<file path="config.mk">
export PLATFORM = sky130hd
export DESIGN_NAME = ivt_channel
export DESIGN_NICKNAME = d
export VERILOG_FILES = /design/src/rtl/ivt_pkg.sv /design/src/rtl/ivt_gate_edge.sv /design/src/rtl/ivt_count_core.sv /design/src/rtl/ivt_wave_dec.sv /design/src/rtl/ivt_channel.sv
export SDC_FILE = /design/constraint.sdc
export NUM_CORES = 1
export LEC_CHECK = 0
export BUFFER_PORTS_ARGS = -buffer_cell sky130_fd_sc_hd__buf_2
export CORE_ASPECT_RATIO = 1.1
export CORE_UTILIZATION = 56
export CTS_CLUSTER_DIAMETER = 100
export DETAILED_ROUTE_END_ITERATION = 10
export HOLD_SLACK_MARGIN = 0.08
export PLACE_DENSITY = 0.83
export SYNTH_ARGS = -nofsm -noshare
export SYNTH_HDL_FRONTEND = slang
export SYNTH_SLANG_ARGS = --single-unit
</file>
<file path="constraint.sdc">
create_clock -name clk -period 4.57 [get_ports clk]
set_input_delay 0.457 -clock clk [delete_from_list [all_inputs] [get_ports clk]]
set_output_delay 0.457 -clock clk [all_outputs]
set_load 0.05 [all_outputs]
</file>
<file path="src/rtl/ivt_pkg.sv">
package ivt_pkg;

    typedef enum logic [2:0] {
        M_TC_IRQ   = 3'd0,
        M_ONESHOT  = 3'd1,
        M_RATE     = 3'd2,
        M_SQUARE   = 3'd3,
        M_SW_STROBE = 3'd4,
        M_HW_STROBE = 3'd5
    } ivt_mode_e;

    typedef struct packed {
        ivt_mode_e mode;
        logic      periodic;   // phase wraps at the terminal value
        logic      retrig;     // gate rising edge restarts counting
        logic      gated;      // gate low suspends counting
    } mode_info_t;

    // Codes 6 and 7 fold onto the rate and square modes.
    function automatic ivt_mode_e fold_mode(input logic [2:0] raw);
        case (raw)
            3'd6:    return M_RATE;
            3'd7:    return M_SQUARE;
            default: return ivt_mode_e'(raw);
        endcase
    endfunction

    function automatic mode_info_t decode_mode(input logic [2:0] raw);
        mode_info_t mi;
        mi.mode     = fold_mode(raw);
        mi.periodic = (mi.mode == M_RATE) || (mi.mode == M_SQUARE);
        mi.retrig   = (mi.mode == M_ONESHOT) || (mi.mode == M_RATE) ||
                      (mi.mode == M_SQUARE)  || (mi.mode == M_HW_STROBE);
        mi.gated    = (mi.mode == M_TC_IRQ) || (mi.mode == M_RATE) ||
                      (mi.mode == M_SQUARE) || (mi.mode == M_SW_STROBE);
        return mi;
    endfunction

endpackage

</file>
<file path="src/rtl/ivt_gate_edge.sv">
module ivt_gate_edge (
    input  logic clk,
    input  logic rst,
    input  logic gate,
    output logic gate_rise
);
    logic gate_q;

    always_ff @(posedge clk) begin
        if (rst) gate_q <= 1'b0;
        else     gate_q <= gate;
    end

    assign gate_rise = gate & ~gate_q;
endmodule

</file>
<file path="src/rtl/ivt_count_core.sv">
module ivt_count_core
    import ivt_pkg::*;
#(
    parameter int CNT_W = 16
) (
    input  logic             clk,
    input  logic             rst,
    input  logic             tick_en,
    input  logic             load_stb,
    input  logic [CNT_W-1:0] load_val,
    input  logic [2:0]       mode_sel,
    input  logic             gate,
    input  logic             gate_rise,
    output mode_info_t       info_q,
    output logic [CNT_W:0]   term_q,
    output logic [CNT_W:0]   phase_q,
    output logic [CNT_W-1:0] elapsed_q,
    output logic             lapped_q
);
    localparam int TW = CNT_W + 1;
    localparam logic [TW-1:0] FULL_TERM = {1'b1, {CNT_W{1'b0}}};

    logic counting;
    logic at_wrap;

    assign counting = tick_en && (gate || !info_q.gated);
    assign at_wrap  = (phase_q == term_q - 1'b1);

    always_ff @(posedge clk) begin
        if (rst) begin
            info_q    <= decode_mode(3'd3);
            term_q    <= FULL_TERM;
            phase_q   <= '0;
            elapsed_q <= '0;
            lapped_q  <= 1'b0;
        end else if (load_stb) begin
            info_q    <= decode_mode(mode_sel);
            term_q    <= (load_val == '0) ? FULL_TERM : {1'b0, load_val};
            phase_q   <= '0;
            elapsed_q <= '0;
            lapped_q  <= 1'b0;
        end else if (gate_rise && info_q.retrig) begin
            phase_q   <= '0;
            elapsed_q <= '0;
            lapped_q  <= 1'b0;
        end else if (counting) begin
            elapsed_q <= elapsed_q + 1'b1;
            if (info_q.periodic) begin
                if (at_wrap) begin
                    phase_q  <= '0;
                    lapped_q <= 1'b1;
                end else begin
                    phase_q  <= phase_q + 1'b1;
                end
            end else if (phase_q <= term_q) begin
                // one-shot phase saturates at term+1
                phase_q <= phase_q + 1'b1;
            end
        end
    end


    a_r2_zero_load: assert property (@(posedge clk) disable iff (rst)
        load_stb && (load_val == '0) |=> term_q == FULL_TERM);


    a_r3_load_clears: assert property (@(posedge clk) disable iff (rst)
        load_stb |=> (phase_q == '0) && (elapsed_q == '0) && !lapped_q);


    a_r10_restart: assert property (@(posedge clk) disable iff (rst)
        gate_rise && info_q.retrig && !load_stb |=> (phase_q == '0) && (elapsed_q == '0));


    a_r11_hold_gate_low: assert property (@(posedge clk) disable iff (rst)
        !load_stb && !gate_rise && info_q.gated && !gate |=> $stable(phase_q) && $stable(elapsed_q));

    // periodic phase never reaches the terminal value
    a_r7_phase_range: assert property (@(posedge clk) disable iff (rst)
        info_q.periodic |-> phase_q < term_q);
endmodule

</file>
<file path="src/rtl/ivt_wave_dec.sv">
module ivt_wave_dec
    import ivt_pkg::*;
#(
    parameter int CNT_W = 16
) (
    input  mode_info_t       info,
    input  logic [CNT_W:0]   term,
    input  logic [CNT_W:0]   phase,
    input  logic [CNT_W-1:0] elapsed,
    input  logic             lapped,
    output logic             wave,
    output logic [CNT_W-1:0] count
);
    localparam int TW = CNT_W + 1;

    logic [TW-1:0] half;
    logic [TW:0]   dbl;
    logic [TW:0]   dbl_mod;
    logic [TW-1:0] sq_left;
    logic [TW-1:0] rate_left;

    assign half      = (term + 1'b1) >> 1;
    assign dbl       = {phase, 1'b0};
    assign dbl_mod   = (dbl >= {1'b0, term}) ? (dbl - {1'b0, term}) : dbl;
    assign sq_left   = term - dbl_mod[TW-1:0];
    assign rate_left = term - phase;

    always_comb begin
        case (info.mode)
            M_TC_IRQ, M_ONESHOT: begin
                wave  = (phase >= term);
                count = term[CNT_W-1:0] - elapsed;
            end
            M_RATE: begin
                wave  = lapped && (phase == '0);
                count = rate_left[CNT_W-1:0];
            end
            M_SQUARE: begin
                wave  = (phase < half);
                count = sq_left[CNT_W-1:0];
            end
            default: begin
                wave  = (phase == term);
                count = term[CNT_W-1:0] - elapsed;
            end
        endcase
    end
endmodule

</file>
<file path="src/rtl/ivt_channel.sv">
module ivt_channel
    import ivt_pkg::*;
#(
    parameter int CNT_W = 16
) (
    input  logic             clk,
    input  logic             rst,
    input  logic             tick_en,
    input  logic             load_stb,
    input  logic [CNT_W-1:0] load_val,
    input  logic [2:0]       mode_sel,
    input  logic             gate,
    output logic [CNT_W-1:0] count_out,
    output logic             wave_out
);
    mode_info_t       info_q;
    logic [CNT_W:0]   term_q;
    logic [CNT_W:0]   phase_q;
    logic [CNT_W-1:0] elapsed_q;
    logic             lapped_q;
    logic             gate_rise;

    ivt_gate_edge u_edge (
        .clk       (clk),
        .rst       (rst),
        .gate      (gate),
        .gate_rise (gate_rise)
    );

    ivt_count_core #(.CNT_W(CNT_W)) u_core (
        .clk       (clk),
        .rst       (rst),
        .tick_en   (tick_en),
        .load_stb  (load_stb),
        .load_val  (load_val),
        .mode_sel  (mode_sel),
        .gate      (gate),
        .gate_rise (gate_rise),
        .info_q    (info_q),
        .term_q    (term_q),
        .phase_q   (phase_q),
        .elapsed_q (elapsed_q),
        .lapped_q  (lapped_q)
    );

    ivt_wave_dec #(.CNT_W(CNT_W)) u_dec (
        .info    (info_q),
        .term    (term_q),
        .phase   (phase_q),
        .elapsed (elapsed_q),
        .lapped  (lapped_q),
        .wave    (wave_out),
        .count   (count_out)
    );

    // mode 0 output is sticky until a new load
    a_r4_sticky_high: assert property (@(posedge clk) disable iff (rst)
        (info_q.mode == M_TC_IRQ) && wave_out && !load_stb |=> wave_out);

    // strobe lasts a single counted tick
    a_r8_single_strobe: assert property (@(posedge clk) disable iff (rst)
        wave_out && !load_stb &&
        (((info_q.mode == M_SW_STROBE) && gate && tick_en) ||
         ((info_q.mode == M_HW_STROBE) && (tick_en || gate_rise)))
        |=> !wave_out);

    // rate pulse is one tick wide
    a_r6_rate_pulse: assert property (@(posedge clk) disable iff (rst)
        (info_q.mode == M_RATE) && wave_out && !load_stb && tick_en && gate && (term_q > 1)
        |=> !wave_out);
endmodule

</file>
==> flow_summary.json, run 1 <==
{
  "outcome": "finished with violations",
  "violations": "setup timing",
  "vias": 6394,
  "io_buffers": 40,
  "grt_usage_pct": 37.55,
  "antenna_found_initial": 0,
  "power_density_mw_per_mm2": 279.5,
  "crit_chain": "inv_4 -> ha_1 -> nor2b_1 -> o31ai_1 -> buf_4 -> a211oi_1 -> a211o_1 -> xor2_1 -> mux2i_1 -> a21oi_1 -> a21oi_2 -> ha_1 -> a21o_1 -> a21o_1 -> or3_4 -> nor3_4 -> o31ai_2 -> xnor2_1 -> xnor2_2 -> buf_6",
  "clockBufferDepth": 2,
  "cpMaxStageDelayCell": "dfxtp_4",
  "dp.cells": 970,
  "hold_viol": 0,
  "critical_path_class": "flip-flop to output pin",
  "synth_area_leaders": "dfxtp_1, ha_1, xnor2_1",
  "cts_max_level": 3,
  "root_buffer": "clkbuf_8",
  "grt_start_max_net_pins": 28,
  "multi_input_area_mm2": 0.004683,
  "rsz0062_at_grt": "yes",
  "worst_pin_slew_ns": 1.129,
  "max_freq_mhz": 195.8,
  "combPwrFrac_pct": 48.9,
  "synth_cells": 740,
  "hp-class": "primary input to flip-flop",
  "synthArstFlopShare_pct": 0,
  "pwr-share-seq_pct": 25.3,
  "fp-row-count": 38,
  "syn_area_mm2": 0.005772,
  "drtPass1Iterations": 9,
  "fin_crit_sh_pct": 111.7,
  "nets": 964,
  "ys_types": 61,
  "cp-end-kind": "output pin",
  "ys_seq_area_share_pct": 20.12,
  "worstRegToRegCells": 13,
  "switching_share_pct": 40.71,
  "r2r_start": "u_core.term_q[3]",
  "crit_fanout": 4,
  "place_hpwl_mm": 15.36,
  "grt_pass1_vias": 6183,
  "cp.arrival_ns": 4.65,
  "ys_top_cells_by_count": "a21oi_1, ha_1, nor2_1",
  "postCtsHoldBufs": 0,
  "detail-route-antenna-nets": 0,
  "synth_top_cell_by_area": "dfxtp_1",
  "p_leak_uw": 0.003183,
  "die_h_um": 108.5,
  "areaGrowthSynthToFinish_pct": 29.57,
  "cpPeakStageDelay_ns": 0.36,
  "insertion_delay_ns": 0.36,
  "die_x_um": 98.80,
  "coreArea_mm2": 0.009937,
  "crit_end": "count_out[15]",
  "synth.net_count": 835,
  "start_util_pct": 58.08,
  "clock_power_share_pct": 25.9,
  "maxSlewViolCount": 0,
  "synth_top_area_share_pct": 20.12,
  "ir_worst_vdd_uv": 202.6,
  "r2r-end": "u_core.phase_q[10]",
  "cp_data_required_time_ns": 4.11,
  "first_iter_violations": 537,
  "drc": 0,
  "antenna_cells": 0,
  "cap_violations": 0,
  "synth_seq_cells": 58,
  "slew_headroom_pct": 24.44,
  "holdWs_ns": 0.3274,
  "startpoint_type": "flip-flop",
  "worst_slack_ns": -0.5367,
  "critPathLaunch": "u_core.term_q[1]",
  "fin_crit_ns": 5.107,
  "nFillCells": 727,
  "net-switching-power_uw": 851.1,
  "place_congestion": 1.027,
  "syn_area_per_cell_um2": 7.800,
  "grt_pass1_wl_mm": 31.08,
  "yosysMostFrequentCell": "a21oi_1",
  "cts_made_buffers": 9,
  "ff_latch_area_mm2": 0.001172,
  "clock-sinks": 58,
  "synth_edf_count": 0,
  "wl_mm": 20.17,
  "skew_ns": 0.009970,
  "ioPinCount": 41,
  "place_ws_ns": -0.3077,
  "synth-main-ff-cell": "dfxtp_1",
  "yosysWarnings": 0,
  "wire_per_inst_um": 20.29,
  "clk_pin_slew_ns": 0.08,
  "cts_tree": "built",
  "viasPerCell": 6.433,
  "setup_viol": 10,
  "r2r_slack_ns": 0.70,
  "layoutNonFillerInstCount": 994,
  "dieArea_mm2": 0.01072,
  "postLayoutCoreUtil_pct": 75.26,
  "drive_above_1_share_pct": 26.54,
  "grt_overflow": 0,
  "power.internal_uw": 1239
}
repair_timing:
action / in CTS / in global routing
endpoints found under the setup margin: 12 / 12
setup buffers: 4 / 4
resized for setup: 43 / 20
pin swaps: 14 / 12
hold endpoints to repair: 0 / 0
power by group through the flow:
stage                     sequential [uW]  combinational [uW]  clock (uW)
after floorplan                       542                 591           0
after global placement                538                 835           0
after detailed placement              539                 855           0
after CTS                             527                 955         543
after global routing                  529                1080         562
final                                 528                1020         541
cells by family after synthesis:
| family | synth area share (%) |
|---|---|
| compound gates | 21.03 |
| xor+xnor | 12.90 |
| fa+ha+maj | 15.65 |
| buf+inv | 5.203 |
| flops | 20.12 |
| mux | 3.122 |
| simple gates | 21.98 |
worst max-delay path: cells and delay by family (launching register included):
kind	cells	cell delay [ns]
simple gates	3	0.76
compound gates	8	1.31
xor+xnor	3	0.70
fa+ha+maj	2	0.64
flops	1	0.36
buf+inv	3	0.39
mux	1	0.13
layer usage:
metal / global-route usage, % / part of all wire, %
met1: 43.98 / 39
met2: 65.38 / 48
met3: 5.624 / 7.2
met4: 21.75 / 5.3
met5: 0 / 0
placed cells by master, fill, tap and decap left out, types with 5 or more instances in the layout:
master    synthesis  routed
a21oi_2           0       8
inv_1            38      33
nor3_1           23      21
a22o_1           14      14
or3_1             8       7
mux2i_1          18      17
nor4_1           15      15
xnor2_1          61      56
o21a_1            5       5
a21o_1           22      22
buf_2             1      28
nand2_1          34      34
a21oi_1          71      63
buf_4             0     106
and3_1            8       8
ha_4              0       9
clkbuf_8          0      10
nand4_1          16      16
dfxtp_1          58      53
or2_2             5       5
xor2_1           24      21
nor2_1           64      62
o21ai_0          36      30
nand3_1          35      34
nor2b_1           6       5
nand2b_1         12      12
ha_1             69      59
o211ai_1          7       7
buf_6             3      11
layout make-up:
type	instances	area share, %
sequential	58	15.68
clock inverter	5	0.8031
tap	120	2.008
inverter	40	2.075
clock buffer	11	2.175
timing repair buffer	147	14.64
multi-input combinational	613	62.62
sequential cells by signal (all words and copies together), names as in the netlist:
name,cells
u_core.elapsed_q,16
u_core.term_q,17
u_core.lapped_q,1
u_core.phase_q,17
u_edge.gate_q,1
u_core.info_q,6
stage by stage:
step / area, um2 / setup TNS, ns / power, uW
after floorplan: 5998 / -0.1178 / 1133
after global placement: 6943 / -0.6876 / 1373
after detailed placement: 6943 / -1.322 / 1394
after CTS: 7372 / -2.555 / 2024
after global routing: 7478 / -5.243 / 2166
final: 7478 / -3.378 / 2091
worst min path at each step:
stage                               start                end  slack [ns]  cells past startpoint
after floorplan           u_core.lapped_q    u_core.lapped_q        0.43                      2
after global placement    u_core.lapped_q    u_core.lapped_q        0.44                      2
after detailed placement  u_core.lapped_q    u_core.lapped_q        0.45                      2
after CTS                    load_val[13]  u_core.term_q[13]        0.32                      2
after global routing          load_val[9]   u_core.term_q[9]        0.34                      2
final                        load_val[13]  u_core.term_q[13]        0.33                      2
Power figures use the tool's default switching activity.
==> run 2, diff against run 1 <==
--- a/config.mk
+++ b/config.mk
@@ -5,13 +5,14 @@
 export SDC_FILE = /design/constraint.sdc
 export NUM_CORES = 1
 export LEC_CHECK = 0
+export ABC_AREA = 1
 export BUFFER_PORTS_ARGS = -buffer_cell sky130_fd_sc_hd__buf_2
 export CORE_ASPECT_RATIO = 1.1
-export CORE_UTILIZATION = 56
+export CORE_UTILIZATION = 57
 export CTS_CLUSTER_DIAMETER = 100
 export DETAILED_ROUTE_END_ITERATION = 10
 export HOLD_SLACK_MARGIN = 0.08
-export PLACE_DENSITY = 0.83
+export PLACE_DENSITY = 0.84
 export SYNTH_ARGS = -nofsm -noshare
 export SYNTH_HDL_FRONTEND = slang
 export SYNTH_SLANG_ARGS = --single-unit
==> flow_summary.json, run 2 <==
{
  "layoutNonFillerInstCount": 1198,
  "coreArea_mm2": 0.01054,
  "cpPeakStageDelay_ns": 0.36,
  "nFillCells": 915,
  "dieArea_mm2": 0.01141,
  "yosysMostFrequentCell": "nand2_1",
  "clockBufferDepth": 2,
  "postLayoutCoreUtil_pct": 71.27,
  "critical_path_class": "flip-flop to output pin",
  "mostFrequentLayoutCells": "nand2_1, inv_1, nor2_1",
  "grt_pass1_wl_mm": 30.88,
  "r2r_slack_ns": 1.70,
  "outcome": "completed",
  "cpMostUsedCell": "inv_1",
  "cap_violations": 0,
  "synth_top_area_share_pct": 18.55,
  "cts_max_level": 3,
  "holdWs_ns": 0.3648,
  "p_leak_uw": 0.003625,
  "grt_pass1_vias": 6272,
  "synth_area_leaders": "dfxtp_1, ha_1, nand2_1",
  "insertion_delay_ns": 0.33,
  "vias": 6933,
  "place_hpwl_mm": 15.67,
  "ioPinCount": 41,
  "wl_mm": 20.01,
  "cts_made_buffers": 9,
  "worstRegToRegCells": 15,
  "clk_pin_slew_ns": 0.05,
  "slew_headroom_pct": 60.20,
  "antenna_cells": 0,
  "drive_above_1_share_pct": 17.73,
  "fp-row-count": 39,
  "grt_usage_pct": 35.67,
  "root_buffer": "clkbuf_16",
  "r2r_start": "u_core.term_q[0]",
  "cts_tree": "built",
  "ys_seq_area_share_pct": 18.55,
  "wire_per_inst_um": 16.70,
  "synth_seq_cells": 58,
  "crit_fanout": 5,
  "hp-class": "primary input to flip-flop",
  "mostFrequentLayoutCell": "nand2_1",
  "maxSlewViolCount": 0,
  "r2r-end": "u_core.phase_q[7]",
  "postCtsHoldBufs": 0,
  "setup_tns_ns": 0,
  "antenna_found_initial": 0,
  "power_density_mw_per_mm2": 293.0,
  "max_freq_mhz": 227.4,
  "place_congestion": 1.023,
  "min_from": "rst",
  "synth_edf_count": 0,
  "io_buffers": 40,
  "worst_slack_ns": 0.1722,
  "fin_crit_ns": 4.398,
  "hold_viol": 0,
  "skew_ns": 0.005378,
  "place_ws_ns": 0.01811,
  "worst_pin_slew_ns": 0.5925,
  "die_h_um": 111.9,
  "hold_depth": 2,
  "synthArstFlopShare_pct": 0,
  "crit_chain": "inv_1 -> ha_1 -> inv_1 -> nor2_2 -> and3_1 -> nand2_1 -> nand3_1 -> nor2_2 -> nand2_2 -> a21oi_1 -> a221oi_1 -> ha_1 -> fa_2 -> nand3b_1 -> nand2_1 -> inv_1 -> o21a_2 -> o21ai_2 -> a21boi_2 -> o21ai_2 -> xor2_2 -> buf_6",
  "cpMaxStageDelayCell": "fa_2",
  "areaGrowthSynthToFinish_pct": 19.98,
  "start_util_pct": 59.40,
  "drtPass1Iterations": 6,
  "fin_crit_sh_pct": 96.23,
  "clock-sinks": 58,
  "yosysWarnings": 0,
  "grt_overflow": 0,
  "ys_top_cells_by_count": "nand2_1, inv_1, nor2_1",
  "startpoint_type": "flip-flop",
  "min_to": "u_edge.gate_q",
  "synth_cells": 961,
  "syn_area_per_cell_um2": 6.515,
  "ir_worst_vdd_uv": 261.5,
  "drc": 0,
  "cp_data_required_time_ns": 4.11,
  "viasPerCell": 5.787,
  "nets": 1145,
  "dp.cells": 1179,
  "synth.net_count": 1056,
  "cp-end-kind": "output pin",
  "setup_viol": 0,
  "top_regs": "u_core.phase_q: 17 flops, u_core.term_q: 17 flops, u_core.elapsed_q: 16 flops",
  "ys_types": 53,
  "first_iter_violations": 717,
  "grt_start_max_net_pins": 19,
  "syn_area_mm2": 0.006261,
  "synth_top_cell_by_area": "dfxtp_1",
  "synth-main-ff-cell": "dfxtp_1",
  "die_x_um": 101.9,
  "detail-route-antenna-nets": 0,
  "cp.arrival_ns": 3.94
}
## run 2: cell types whose count changed in the layout (fill, tap and decap cells not counted), moves of 11 or more
| cell | before | now |
|---|---|---|
| mux2i_1 | 17 | 0 |
| xor2_1 | 21 | 46 |
| nand3_1 | 34 | 56 |
| o22ai_1 | 1 | 16 |
| inv_1 | 33 | 139 |
| nand2_1 | 34 | 211 |
| a22o_1 | 14 | 0 |
| a21o_1 | 22 | 3 |
| nor2_1 | 62 | 90 |
| xnor2_1 | 56 | 12 |
| buf_4 | 106 | 51 |
| nand2b_1 | 12 | 0 |
| nor4_1 | 15 | 4 |
## run 2: where the power goes
| group | internal [uW] | switching (uW) | leakage [uW] |
|---|---|---|---|
| Sequential | 520 | 8.78 | 0.000473 |
| Clock | 490 | 252 | 0.000156 |
| Combinational | 293 | 637 | 0.00300 |
## run 2: layout make-up
class	instances	area [um2]	share of cell area (%)
inverter	149	561.8	7.478
multi-input combinational	739	4668	62.14
timing repair buffer	93	620.6	8.261
tap	143	178.9	2.382
sequential	58	1162	15.47
clock inverter	5	77.57	1.033
clock buffer	11	242.7	3.231
## run 2: worst max path at each step
stage | depth (start not counted) | start | slack (ns) | end
after floorplan | 23 | u_core.term_q[13] | -0.12 | count_out[10]
after global placement | 23 | u_core.term_q[5] | 0.14 | count_out[12]
after detailed placement | 23 | u_core.term_q[5] | 0.02 | count_out[12]
after CTS | 23 | u_core.term_q[5] | 0.02 | count_out[12]
after global routing | 21 | u_core.term_q[6] | -0.08 | count_out[14]
final | 22 | u_core.term_q[16] | 0.17 | count_out[12]
## run 2: routing by layer
metal | routed length (um) | track usage (%) | vias to the layer above
met3 | 1465 | 5.273 | 89
met2 | 9176 | 57.61 | 327
met1 | 8037 | 44.39 | 3160
li1 | - | - | 3357
met5 | 0 | 0 | -
met4 | 1328 | 21.43 | 0
## run 2: logic make-up after synthesis
group | count (synthesis) | synth area share, %
AO/OA/AOI/OAI | 158 | 14.83
XOR/XNOR | 60 | 8.613
adder cells (fa/ha/maj) | 71 | 14.43
buffers and inverters | 164 | 10.65
flip-flops | 58 | 18.55
AND/OR/NAND/NOR | 450 | 32.93
## run 2: stage by stage
stage	power (uW)	area [um2]
final	2201	7512
after global routing	2301	7512
after CTS	2140	7273
after detailed placement	1385	6924
after global placement	1377	6924
after floorplan	1183	6269
## run 2: worst max-delay path: cells and delay by family (launching register included)
family                     cells  cell delay [ns]
AOI/OAI and AO/OA              6             0.93
adders and majority gates      3             0.91
and+or+nand+nor                8             0.90
buffers and inverters          4             0.39
DFF                            1             0.33
xor gates and xnor gates       1             0.15
## run 2: what timing repair did
action / in CTS / in global routing
endpoints found under the setup margin: 5 / 9
cloned: 0 / 1
pin swaps: 1 / 6
buffers inserted: 0 / 2
resized for setup: 12 / 43
==> run 3, diff against run 2 <==
--- a/config.mk
+++ b/config.mk
@@ -13,6 +13,7 @@
 export DETAILED_ROUTE_END_ITERATION = 10
 export HOLD_SLACK_MARGIN = 0.08
 export PLACE_DENSITY = 0.84
+export RECOVER_POWER = 50
 export SYNTH_ARGS = -nofsm -noshare
 export SYNTH_HDL_FRONTEND = slang
 export SYNTH_SLANG_ARGS = --single-unit
==> flow_summary.json, run 3 (synthesis results as in run 2) <==
{
  "outcome": "completed",
  "start_util_pct": 59.40,
  "coreArea_mm2": 0.01054,
  "antenna_found_initial": 0,
  "grt_usage_pct": 35.67,
  "grt_pass1_wl_mm": 30.88,
  "combPwrFrac_pct": 42.2,
  "cts_tree": "built",
  "p_leak_uw": 0.003616,
  "ir_worst_vdd_uv": 261.0,
  "clockBufferDepth": 2,
  "setup_tns_ns": 0,
  "critical_path_class": "flip-flop to output pin",
  "viasPerCell": 5.770,
  "grt_start_max_net_pins": 19,
  "drtPass1Iterations": 5,
  "net-switching-power_uw": 897.8,
  "nFillCells": 917,
  "fp-row-count": 39,
  "cp_data_required_time_ns": 4.11,
  "nets": 1145,
  "slew_headroom_pct": 25.72,
  "drc": 0,
  "detail-route-antenna-nets": 0,
  "pwr-share-seq_pct": 24.0,
  "crit_fanout": 5,
  "place_congestion": 1.023,
  "grt_pass1_vias": 6272,
  "die_h_um": 111.9,
  "cts_made_buffers": 9,
  "worst_pin_slew_ns": 1.114,
  "vias": 6913,
  "cap_violations": 0,
  "power.internal_uw": 1302,
  "clk_pin_slew_ns": 0.05,
  "fin_crit_ns": 4.410,
  "place_ws_ns": 0.01811,
  "skew_ns": 0.005293,
  "switching_share_pct": 40.81,
  "place_hpwl_mm": 15.67,
  "cp-end-kind": "output pin",
  "clock-sinks": 58,
  "areaGrowthSynthToFinish_pct": 19.88,
  "setup_viol": 0,
  "mostFrequentLayoutCells": "nand2_1, inv_1, nor2_1",
  "first_iter_violations": 722,
  "hold_viol": 0,
  "startpoint_type": "flip-flop",
  "cp.arrival_ns": 3.95,
  "wl_mm": 19.95,
  "top_regs": "u_core.phase_q: 17 flops, u_core.term_q: 17 flops, u_core.elapsed_q: 16 flops",
  "max_freq_mhz": 226.8,
  "cts_max_level": 3,
  "drive_above_1_share_pct": 17.35,
  "finalPower_uw": 2200,
  "die_x_um": 101.9,
  "maxSlewViolCount": 0,
  "ioPinCount": 41,
  "io_buffers": 40,
  "worst_slack_ns": 0.1600,
  "antenna_cells": 0,
  "power_density_mw_per_mm2": 293.1,
  "hp-class": "primary input to flip-flop",
  "grt_overflow": 0,
  "dieArea_mm2": 0.01141,
  "clock_power_share_pct": 33.8,
  "root_buffer": "clkbuf_16",
  "insertion_delay_ns": 0.33,
  "mostFrequentLayoutCell": "nand2_1",
  "holdWs_ns": 0.3625,
  "wire_per_inst_um": 16.65,
  "fin_crit_sh_pct": 96.50
}
run 3: area by class of cell:
class,instances,area (um2),share of cell area [%]
Clock buffer,11,242.7,3.234
Clock inverter,5,77.57,1.034
Inverter,149,561.8,7.485
Multi-Input combinational cell,739,4668,62.19
Sequential cell,58,1162,15.49
Tap cell,143,178.9,2.384
Timing Repair Buffer,93,614.3,8.185
run 3: worst max-delay path: stages (launching register included):
cell and delay [ns]:
dfxtp_1 0.33, inv_1 0.10, ha_1 0.31, inv_1 0.07, nor2_2 0.05, and3_1 0.16
nand2_1 0.07, nand3_1 0.09, nor2_2 0.13, nand2_2 0.13, a21oi_1 0.16, a221oi_1 0.07
ha_1 0.24, fa_2 0.36, nand3b_1 0.17, nand2_1 0.11, inv_1 0.05, o21a_2 0.23
o21ai_2 0.20, a21boi_2 0.11, o21ai_2 0.16, xor2_2 0.15, buf_6 0.17
run 3: path summary, 6_finish.rpt:
path	startpoint	endpoint	slack [ns]	depth (start not counted)
setup / recovery	u_core.term_q[16]	count_out[12]	0.16	22
hold reg to reg	u_core.info_q[4]	u_core.info_q[4]	0.47	2
setup reg to reg	u_core.term_q[0]	u_core.phase_q[7]	1.71	15
hold / removal	rst	u_edge.gate_q	0.36	2
run 3: through the flow:
stage               cell area, um2  util, %  cells
global placement              6924    65.69   1179
finish                        7506    71.21   1198
global route                  7506    71.21   1198
CTS                           7273    69.01   1195
floorplan                     6269        -    961
detailed placement            6924    65.69   1179
run 3: layer usage:
layer | vias up | track usage [%] | routed length, um
met5 | - | 0 | 0
met4 | 0 | 21.43 | 1289
met3 | 88 | 5.273 | 1532
met2 | 343 | 57.61 | 9161
met1 | 3122 | 44.39 | 7963
li1 | 3360 | - | -
run 3: power by group through the flow:
stage	Sequential [uW]	Combinational, uW	Clock (uW)
2_1_floorplan	543	640	0
3_3_place_gp	538	839	0
3_5_place_dp	538	847	0
4_1_cts	528	869	743
5_1_grt	529	999	772
6_report	528	929	743
run 3: timing repair:
item / CTS / global route
hold buffers: 0 / 0
buffers inserted: 0 / 2
cloned: 0 / 1
pin swaps: 1 / 6
resized for setup: 12 / 43
endpoints found under the setup margin: 5 / 9
